`src/rtl/gpio_rb_pkg.sv`:
```
package gpio_rb_pkg;
  // Register offsets (byte addresses); software depends on these values.
  localparam int OFS_B3_IN     = 'h000;
  localparam int OFS_B3_OSET   = 'h004;
  localparam int OFS_B3_OCLR   = 'h008;
  localparam int OFS_B3_OSTATE = 'h00C;
  localparam int OFS_B2_DSET   = 'h010;
  localparam int OFS_B2_DCLR   = 'h014;
  localparam int OFS_B2_DSTATE = 'h018;
  localparam int OFS_B2_IN     = 'h01C;
  localparam int OFS_B2_OSET   = 'h020;
  localparam int OFS_B2_OCLR   = 'h024;
  localparam int OFS_B2_FSET   = 'h028;
  localparam int OFS_B2_FCLR   = 'h02C;
  localparam int OFS_B2_FSTATE = 'h030;
  localparam int OFS_B0_IN     = 'h040;
  localparam int OFS_B0_OSET   = 'h044;
  localparam int OFS_B0_OCLR   = 'h048;
  localparam int OFS_B0_OSTATE = 'h04C;
  localparam int OFS_B0_DSET   = 'h050;
  localparam int OFS_B0_DCLR   = 'h054;
  localparam int OFS_B0_DSTATE = 'h058;
  localparam int OFS_B1_IN     = 'h060;
  localparam int OFS_B1_OSET   = 'h064;
  localparam int OFS_B1_OCLR   = 'h068;
  localparam int OFS_B1_OSTATE = 'h06C;
  localparam int OFS_B1_DSET   = 'h070;
  localparam int OFS_B1_DCLR   = 'h074;
  localparam int OFS_B1_DSTATE = 'h078;

  // Bank 3 packing inside shared words.
  localparam int B3_W       = 6;
  localparam int B3_OUT_LSB = 25;  // output latch and direction field
  localparam int B3_IN_LSB  = 10;  // pins 0..4 in the input word
  localparam int B3_IN_HI   = 24;  // last pin in the input word
endpackage

```
`src/rtl/gpio_sc_latch.sv`:
```
module gpio_sc_latch #(
  parameter int W = 8
) (
  input  logic         clk,
  input  logic         rst_n,
  input  logic         set_en,
  input  logic         clr_en,
  input  logic [W-1:0] mask,
  output logic [W-1:0] q
);
  always_ff @(posedge clk or negedge rst_n) begin
    if (!rst_n)      q <= '0;
    else if (set_en) q <= q | mask;
    else if (clr_en) q <= q & ~mask;
  end

  p_set_forces_ones_r2: assert property (@(posedge clk) disable iff (!rst_n)
    set_en |=> ((q & $past(mask)) == $past(mask)));
  p_set_keeps_rest_r2: assert property (@(posedge clk) disable iff (!rst_n)
    set_en |=> ((q & ~$past(mask)) == ($past(q) & ~$past(mask))));
  p_clr_forces_zeros_r3: assert property (@(posedge clk) disable iff (!rst_n)
    (clr_en && !set_en) |=> ((q & $past(mask)) == '0));
  p_idle_holds_r10: assert property (@(posedge clk) disable iff (!rst_n)
    (!set_en && !clr_en) |=> $stable(q));
endmodule

```
`src/rtl/gpio_sync2.sv`:
```
module gpio_sync2 #(
  parameter int W = 8
) (
  input  logic         clk,
  input  logic         rst_n,
  input  logic [W-1:0] d,
  output logic [W-1:0] q
);
  logic [W-1:0] meta;

  always_ff @(posedge clk or negedge rst_n) begin
    if (!rst_n) begin
      meta <= '0;
      q    <= '0;
    end else begin
      meta <= d;
      q    <= meta;
    end
  end

  // Edges seen since reset, saturating; gates the two-deep history check.
  logic [1:0] age;
  always_ff @(posedge clk or negedge rst_n) begin
    if (!rst_n)          age <= '0;
    else if (age != 2'd3) age <= age + 2'd1;
  end

  p_two_edge_latency_r5: assert property (@(posedge clk) disable iff (!rst_n)
    (age >= 2'd2) |-> (q == $past(d, 2)));
endmodule

```
`src/rtl/gpio_regblock.sv`:
```
module gpio_regblock
  import gpio_rb_pkg::*;
#(
  parameter int ADDR_W = 8,
  parameter int B0_W   = 8,
  parameter int B1_W   = 24,
  parameter int B2_W   = 13,
  parameter int GI_W   = 29,
  parameter int GO_W   = 24,
  parameter int FS_W   = 13
) (
  input  logic              clk,
  input  logic              rst_n,
  input  logic [ADDR_W-1:0] bus_addr,
  input  logic              bus_we,
  input  logic [31:0]       bus_wdata,
  output logic [31:0]       bus_rdata,
  input  logic [B0_W-1:0]   bank0_in,
  output logic [B0_W-1:0]   bank0_out,
  output logic [B0_W-1:0]   bank0_oe,
  input  logic [B1_W-1:0]   bank1_in,
  output logic [B1_W-1:0]   bank1_out,
  output logic [B1_W-1:0]   bank1_oe,
  input  logic [B2_W-1:0]   bank2_in,
  output logic [B2_W-1:0]   bank2_out,
  output logic [B2_W-1:0]   bank2_oe,
  output logic [FS_W-1:0]   bank2_fsel,
  input  logic [B3_W-1:0]   bank3_in,
  output logic [B3_W-1:0]   bank3_out,
  output logic [B3_W-1:0]   bank3_oe,
  input  logic [GI_W-1:0]   gin_pins,
  output logic [GO_W-1:0]   gout_pins
);
  localparam int B3_HI = B3_OUT_LSB + B3_W - 1;

  function automatic logic wr_hit(input logic [ADDR_W-1:0] a, input int ofs, input logic we);
    return we && (a == ADDR_W'(ofs));
  endfunction

  // ---------------- latches ----------------
  gpio_sc_latch #(.W(B0_W)) u_b0_out (.clk, .rst_n,
    .set_en(wr_hit(bus_addr, OFS_B0_OSET, bus_we)), .clr_en(wr_hit(bus_addr, OFS_B0_OCLR, bus_we)),
    .mask(bus_wdata[B0_W-1:0]), .q(bank0_out));
  gpio_sc_latch #(.W(B0_W)) u_b0_dir (.clk, .rst_n,
    .set_en(wr_hit(bus_addr, OFS_B0_DSET, bus_we)), .clr_en(wr_hit(bus_addr, OFS_B0_DCLR, bus_we)),
    .mask(bus_wdata[B0_W-1:0]), .q(bank0_oe));
  gpio_sc_latch #(.W(B1_W)) u_b1_out (.clk, .rst_n,
    .set_en(wr_hit(bus_addr, OFS_B1_OSET, bus_we)), .clr_en(wr_hit(bus_addr, OFS_B1_OCLR, bus_we)),
    .mask(bus_wdata[B1_W-1:0]), .q(bank1_out));
  gpio_sc_latch #(.W(B1_W)) u_b1_dir (.clk, .rst_n,
    .set_en(wr_hit(bus_addr, OFS_B1_DSET, bus_we)), .clr_en(wr_hit(bus_addr, OFS_B1_DCLR, bus_we)),
    .mask(bus_wdata[B1_W-1:0]), .q(bank1_oe));
  gpio_sc_latch #(.W(B2_W)) u_b2_out (.clk, .rst_n,
    .set_en(wr_hit(bus_addr, OFS_B2_OSET, bus_we)), .clr_en(wr_hit(bus_addr, OFS_B2_OCLR, bus_we)),
    .mask(bus_wdata[B2_W-1:0]), .q(bank2_out));
  gpio_sc_latch #(.W(B2_W)) u_b2_dir (.clk, .rst_n,
    .set_en(wr_hit(bus_addr, OFS_B2_DSET, bus_we)), .clr_en(wr_hit(bus_addr, OFS_B2_DCLR, bus_we)),
    .mask(bus_wdata[B2_W-1:0]), .q(bank2_oe));
  gpio_sc_latch #(.W(FS_W)) u_b2_fsel (.clk, .rst_n,
    .set_en(wr_hit(bus_addr, OFS_B2_FSET, bus_we)), .clr_en(wr_hit(bus_addr, OFS_B2_FCLR, bus_we)),
    .mask(bus_wdata[FS_W-1:0]), .q(bank2_fsel));
  // Bank 3 direction shares bank 2's direction registers (upper field).
  gpio_sc_latch #(.W(B3_W)) u_b3_dir (.clk, .rst_n,
    .set_en(wr_hit(bus_addr, OFS_B2_DSET, bus_we)), .clr_en(wr_hit(bus_addr, OFS_B2_DCLR, bus_we)),
    .mask(bus_wdata[B3_HI:B3_OUT_LSB]), .q(bank3_oe));
  // Bank 3 levels and dedicated outputs share one set/clear pair.
  gpio_sc_latch #(.W(B3_W)) u_b3_out (.clk, .rst_n,
    .set_en(wr_hit(bus_addr, OFS_B3_OSET, bus_we)), .clr_en(wr_hit(bus_addr, OFS_B3_OCLR, bus_we)),
    .mask(bus_wdata[B3_HI:B3_OUT_LSB]), .q(bank3_out));
  gpio_sc_latch #(.W(GO_W)) u_gout (.clk, .rst_n,
    .set_en(wr_hit(bus_addr, OFS_B3_OSET, bus_we)), .clr_en(wr_hit(bus_addr, OFS_B3_OCLR, bus_we)),
    .mask(bus_wdata[GO_W-1:0]), .q(gout_pins));

  // ---------------- input synchronisers ----------------
  logic [B0_W-1:0] b0_s;
  logic [B1_W-1:0] b1_s;
  logic [B2_W-1:0] b2_s;
  logic [B3_W-1:0] b3_s;
  logic [GI_W-1:0] gi_s;
  gpio_sync2 #(.W(B0_W)) u_s0 (.clk, .rst_n, .d(bank0_in), .q(b0_s));
  gpio_sync2 #(.W(B1_W)) u_s1 (.clk, .rst_n, .d(bank1_in), .q(b1_s));
  gpio_sync2 #(.W(B2_W)) u_s2 (.clk, .rst_n, .d(bank2_in), .q(b2_s));
  gpio_sync2 #(.W(B3_W)) u_s3 (.clk, .rst_n, .d(bank3_in), .q(b3_s));
  gpio_sync2 #(.W(GI_W)) u_sg (.clk, .rst_n, .d(gin_pins), .q(gi_s));

  // Packed bank 3 input word: dedicated inputs with bank 3 pins overlaid.
  logic [31:0] b3_in_word;
  always_comb begin
    b3_in_word = '0;
    b3_in_word[GI_W-1:0] = gi_s;
    b3_in_word[B3_IN_LSB +: B3_W-1] = b3_s[B3_W-2:0];
    b3_in_word[B3_IN_HI] = b3_s[B3_W-1];
  end

  // ---------------- read mux ----------------
  always_comb begin
    bus_rdata = '0;
    case (bus_addr)
      ADDR_W'(OFS_B3_IN):     bus_rdata = b3_in_word;
      ADDR_W'(OFS_B3_OSTATE): begin
        bus_rdata[GO_W-1:0]         = gout_pins;
        bus_rdata[B3_HI:B3_OUT_LSB] = bank3_out;
      end
      ADDR_W'(OFS_B2_DSTATE): begin
        bus_rdata[B2_W-1:0]         = bank2_oe;
        bus_rdata[B3_HI:B3_OUT_LSB] = bank3_oe;
      end
      ADDR_W'(OFS_B2_IN):     bus_rdata[B2_W-1:0] = b2_s;
      ADDR_W'(OFS_B2_FSTATE): bus_rdata[FS_W-1:0] = bank2_fsel;
      ADDR_W'(OFS_B0_IN):     bus_rdata[B0_W-1:0] = b0_s;
      ADDR_W'(OFS_B0_OSTATE): bus_rdata[B0_W-1:0] = bank0_out;
      ADDR_W'(OFS_B0_DSTATE): bus_rdata[B0_W-1:0] = bank0_oe;
      ADDR_W'(OFS_B1_IN):     bus_rdata[B1_W-1:0] = b1_s;
      ADDR_W'(OFS_B1_OSTATE): bus_rdata[B1_W-1:0] = bank1_out;
      ADDR_W'(OFS_B1_DSTATE): bus_rdata[B1_W-1:0] = bank1_oe;
      default:                bus_rdata = '0;
    endcase
  end

  p_dir_readback_r4: assert property (@(posedge clk) disable iff (!rst_n)
    (bus_addr == ADDR_W'(OFS_B0_DSTATE)) |-> (bus_rdata[B0_W-1:0] == bank0_oe));
  p_b3_in_top_zero_r7: assert property (@(posedge clk) disable iff (!rst_n)
    (bus_addr == ADDR_W'(OFS_B3_IN)) |-> (bus_rdata[31:GI_W] == '0));
endmodule

```
`config.mk`:
```
export PLATFORM = sky130hd
export DESIGN_NAME = gpio_regblock
export DESIGN_NICKNAME = d
export VERILOG_FILES = /design/src/rtl/gpio_rb_pkg.sv /design/src/rtl/gpio_sc_latch.sv /design/src/rtl/gpio_sync2.sv /design/src/rtl/gpio_regblock.sv
export SDC_FILE = /design/constraint.sdc
export NUM_CORES = 1
export LEC_CHECK = 0
export BUFFER_PORTS_ARGS = -buffer_cell sky130_fd_sc_hd__buf_2
export CAP_MARGIN = 20
export CORE_UTILIZATION = 53
export DETAILED_ROUTE_END_ITERATION = 8
export PLACE_DENSITY_LB_ADDON = 0.15
export SYNTH_ARGS = -nofsm -noshare
export SYNTH_HDL_FRONTEND = slang
export SYNTH_SLANG_ARGS = --single-unit
```
`constraint.sdc`:
```
create_clock -name clk -period 3.8 [get_ports clk]
set_input_delay 1.14 -clock clk [delete_from_list [all_inputs] [get_ports clk]]
set_output_delay 1.14 -clock clk [all_outputs]
set_load 0.01 [all_outputs]
```
**After elaboration in Yosys (flattened, before gate mapping)**

Index checks and enable logic that the tools add are counted.

- Register bits after elaboration: 299
- Bits of input ports: 123
- Output and inout bits: 171
- Word-level logic and storage cells: 120

- Equal/unequal tests: 26
- Muxes and demuxes: 25
- Bitwise logic cells: 24
- Reductions and logical operators: 25

Operators by type and width:

| kind | count |
|---|---|
| two-way mux 24 bit | 6 |
| == test 8 x 7 -> 1 bit, second input constant | 14 |
| case mux 8 bit (11 select lines) | 1 |
| two-way mux 13 bit | 6 |
| bitwise AND 24 bit | 3 |
| OR 24 bit | 3 |
| case mux 11 bit (5 select lines) | 1 |
| == test 8 x 6 -> 1 bit, second input constant | 5 |
| case mux 5 bit (8 select lines) | 1 |
| bitwise AND 13 bit | 3 |
| OR 13 bit | 3 |
| == test 8 x 5 -> 1 bit, second input constant | 4 |
| two-way mux 8 bit | 4 |
| two-way mux 6 bit | 4 |
| inverter 24 bit | 1 |
| case mux 6 bit (3 select lines) | 1 |
| bitwise AND 8 bit | 2 |
| == test 8 x 4 -> 1 bit, second input constant | 2 |
| logical AND 1 bit | 16 |
| OR 8 bit | 2 |
| nonzero test 2 bit | 8 |
| inverter 13 bit | 1 |
| bitwise AND 6 bit | 2 |
| OR 6 bit | 2 |
| 5 further kinds | 5 |

**Longest topological paths before layout**

- Depth in word-level cells: 4
- Depth in mapped cells: 8
- Gate-level depth less buffers: 4

**Hierarchy**

From an unflattened synthesis, not the netlist that was laid out.

- Cell total of the unflattened synthesis: 893
- Area, all modules: 11367.2 µm²

By module, submodules not included:

| module | instances | cells an instance | area each (µm²) | sequential area each (µm²) |
|---|---|---|---|---|
| gpio_sc_latch (u_b1_dir ...) | 3 | 76 | 933.4 | 600.6 |
| gpio_regblock | 1 | 294 | 1974.4 | 0.0 |
| gpio_sc_latch (u_b2_dir ...) | 3 | 41 | 504.2 | 325.3 |
| gpio_sync2 (u_sg) | 1 | 58 | 1451.4 | 1451.4 |
| gpio_sync2 (u_s1) | 1 | 48 | 1201.2 | 1201.2 |
| gpio_sync2 (u_s2) | 1 | 26 | 650.6 | 650.6 |
| gpio_sc_latch (u_b0_dir ...) | 2 | 26 | 312.8 | 200.2 |
| gpio_sc_latch (u_b3_dir ...) | 2 | 18 | 225.2 | 150.1 |
| gpio_sync2 (u_s0) | 1 | 16 | 400.4 | 400.4 |
| gpio_sync2 (u_s3) | 1 | 12 | 300.3 | 300.3 |

**Worst setup path after synthesis**

No wires, ideal clock.

- Path type: in2out
- Start: input bus_addr[7]
- End: output bus_rdata[0]
- Arrival time: 2.573 ns
- Required time: 2.660 ns
- Path slack: 0.087 ns
- Stages on the path: 5
- Buffers on the path: 1
- Cell sequence: buf_2 or3b_2 or2_2 o32a_1 nand3_1

- Cells in the longest elaborated chain, start to end: 2
- Elaborated cells on any way between the ends: 12
- Classes of those cells: 10 x eq/ne; 1 x mux; 1 x reduce/logical

Ends and longest elaborated chain:

| what | RTL line | source |
|---|---|---|
| from (decl) | gpio_regblock.sv:14 | `input logic [ADDR_W-1:0] bus_addr,` |
| == test 8 x 7 -> 1 bit, or another cell as far along | gpio_regblock.sv:98 | `case (bus_addr)` |
| case mux 8 bit (11 select lines) (*) | gpio_regblock.sv:98 |  |
| to (decl) | gpio_regblock.sv:17 | `output logic [31:0] bus_rdata,` |

Mark *: on every way between the ends. The rest lies on a longest branch, timed or not.

**Worst setup path after layout**

- Start: input bus_addr[4]
- End: output bus_rdata[11]

- Cells in the longest elaborated chain, start to end: 2
- Elaborated cells on any way between the ends: 9
- Classes of those cells: 7 x eq/ne; 1 x mux; 1 x reduce/logical

Ends and longest elaborated chain:

| what | RTL line |
|---|---|
| == test 8 x 7 -> 1 bit, or another cell as far along | gpio_regblock.sv:98 |
| case mux 5 bit (8 select lines) (*) | gpio_regblock.sv:98 |

Marks and branches as above.

==> flow_summary_export.csv <==
group,metric,value,unit
clock_network,cts_tree,"yes",
floorplanning,start_util,54.1,%
status,violations,"negative setup slack",
clock_network,clock_path_buffers,3,
floorplanning,core.rowCount,53,
final_layout,areaGrowthSynthToFinish,33.9,%
final_layout,final_cell_area,15300,um^2
floorplanning,ios,294,
grt,grt_pass1_vias,8554,
timing,clock_skew,0.00952,ns
logic_synthesis,synthesis.area,11400,um^2
logic_synthesis,ys_types,64,
setup_path,critPathLaunch,"bus_addr[4]",
setup_path,cp_top_family,"compound AO/OA/AOI/OAI gates",
logic_synthesis,synthXorXnorAreaFrac,0,%
final_layout,final_cell_mix,"287 x dfrtp_1, 275 x buf_2, 154 x nand2_1",
hold_path,whs_endpoint,"u_s3.q[4]",
logic_synthesis,async_flop_share,100,%
grt,grt_antenna_before_repair,0,
place,post_dp_cell_area,13600,um^2
floorplanning,die_y,149,um
clock_network,cts_sinks,287,
grt,grt_max_degree,78,
logic_synthesis,ys_seq_area_share,63.0,%
setup_path,rr_worst_depth,1,
logic_synthesis,synthAdderAreaFrac,0,%
power_and_ir_drop,ir_worst_vdd,0.345,mV
power_and_ir_drop,power_leakage,7.56,nW
detailed_routing,detail_route.wl_per_cell,22.3,um
logic_synthesis,yosys_most_used_dff,"dfrtp_1",
floorplanning,die_w,149,um
clock_network,clk_pin_slew,0.06,ns
detailed_routing,avgViaCountPerCell,5.81,
detailed_routing,wl,34300,um
timing,hold_viol_final,0,
timing,fin_tns_setup,-0.0348,ns
logic_synthesis,avgSynthCellArea,12.8,um^2
timing,fin_ws,-0.0215,ns
timing,slew_viol_final,0,
setup_path,crit_buf_inv,4,
final_layout,layout.cells.non_filler,1538,
setup_path,cp_slowest_cell,"a221oi_1",
clock_network,cts-hold-fix-buffers,0,
power_and_ir_drop,total_power,0.00660,W
logic_synthesis,synth_compound_area_share,12.7,%
timing,setup-violations-final,4,
clock_network,cts_buffers,29,
clock_network,clk-insertion-delay-late,0.54,ns
detailed_routing,antenna_left,0,
hold_path,hold_class,"flip-flop to flip-flop",
grt,grt_pass1_wl,50200,um
final_layout,mostFrequentLayoutCell,"dfrtp_1",
setup_path,crit_fanout,5,
place,dp_cells,1462,
setup_path,required,2.66,ns
logic_synthesis,yosys.area_share.simple,10.9,%
timing,max_slew_margin,59.0,%
final_layout,drive_gt1_share,46.0,%
timing,max_slew.worst_pin.slew,0.612,ns
place,port_buffers,284,
logic_synthesis,yosysWarnings,0,
logic_synthesis,synth-edff-count,0,
status,status,"complete, but fails checks",
final_layout,antennaDiodeCount,0,
timing,finalCritPeriodShare,101,%
floorplanning,die_area,22100,um^2
floorplanning,core,21100,um^2
place,dp_hpwl,23100,um
flow_run,max-cap-violations,0,
detailed_routing,drtPass1Iterations,5,
timing,min_period,3.82,ns
grt,grt_usage,30.3,%
clock_network,htree_num_levels,1,
logic_synthesis,muxShareOfSynthArea,10.2,%
final_layout,layout.nets,1365,
clock_network,cts_root_buf,"clkbuf_16",
setup_path,cp-end-kind,"primary output",
setup_path,arrival,2.68,ns
setup_path,critPathLaunchType,"input pin",
logic_synthesis,synthCells,889,
setup_path,crit_type,"input pin to primary output",
grt,gr-total-overflow,0,
logic_synthesis,synth_seq_cells,287,
timing,hold_ws,0.346,ns
setup_path,r2r_setup_slack,2.99,ns
power_and_ir_drop,power_density,432,nW/um^2
detailed_routing,drcViolationCount,0,
setup_path,cp_cell_sequence,"buf_6 > buf_8 > buf_4 > and3b_1 > a32o_1 > a221oi_1 > o211ai_1 > buf_2",
timing,grt_setup_unrepaired,"yes",
detailed_routing,vias,8942,
logic_synthesis,syn_nets,1012,
timing,fmax,262,MHz
logic_synthesis,synth_top_family_by_area,"compound AO/OA/AOI/OAI gates",
setup_path,slowest_delay,0.39,ns
detailed_routing,drt_iter0_drc,681,
hold_path,worstHoldStart,"u_s3.meta[4]",
place,place_congestion,0.915,
hold_path,whs_path_depth,0,
[through the flow]
step           utilization [%]  worst slack, ns
4_1_cts                   71.0          -0.0363
6_report                  72.4          -0.0215
3_5_place_dp              64.5           -0.154
5_1_grt                   72.4          -0.0533
2_1_floorplan                -           0.0869
3_3_place_gp              64.5           -0.169
[where the power goes]
part | internal [W] | leakage [nW] | switching (W)
logic | 0.000199 | 3.42 | 0.000269
clock network | 0.00174 | 0.482 | 0.00117
registers | 0.00317 | 3.65 | 0.0000560
total | 0.00511 | 7.56 | 0.00149
[cell type report]
| class | count | area [um^2] |
|---|---|---|
| clock buffers | 39 | 833 |
| clock inverters | 13 | 155 |
| flip-flops and latches | 287 | 7180 |
| repair buffers | 394 | 2630 |
| inverters | 3 | 11.3 |
| fillers | 1518 | 5820 |
| multi-input cells | 527 | 4120 |
| well taps | 275 | 344 |
[Yosys cell counts (all sizes together), types with 4 or more instances]
cell | number | share of area (%)
dfrtp | 287 | 63
nor2 | 11 | 0.43
nor3 | 11 | 0.76
or3b | 5 | 0.38
mux2 | 85 | 9.0
nor4 | 6 | 0.63
o21ai | 20 | 0.88
buf | 51 | 2.4
clkbuf | 21 | 0.70
mux2i | 13 | 1.1
a32o | 4 | 0.35
and3 | 5 | 0.27
a22o | 77 | 5.9
a22oi | 31 | 2.0
nor3b | 5 | 0.33
nor2b | 5 | 0.30
a32oi | 15 | 1.2
a221oi | 4 | 0.31
o2bb2ai | 4 | 0.31
nand3 | 17 | 0.75
nand2 | 159 | 5.2
o211ai | 9 | 0.59
[worst max path at each step]
stage,cells past startpoint,end
global route,8,bus_rdata[11]
global placement,9,bus_rdata[9]
finish,8,bus_rdata[11]
CTS,10,bus_rdata[10]
detailed placement,8,bus_rdata[0]
floorplan,5,bus_rdata[0]
[metal layers]
metal	track usage, %	wire [um]
met1	44.6	14500
met2	45.4	15600
met3	6.96	3430
met4	8.40	708
met5	0	0
[logic make-up after synthesis]
group / Yosys count
buffers and inverters: 75
AOI/OAI and AO/OA: 180
muxes: 98
and+or+nand+nor: 248
other: 1
DFF: 287
[repair_timing]
action                     CTS  global route
resized for setup           49            54
pin swaps                   17            24
buffers inserted            11            10
gates cloned                 2             2
setup endpoints to repair   28            30
(Power assumes the default switching activity.)
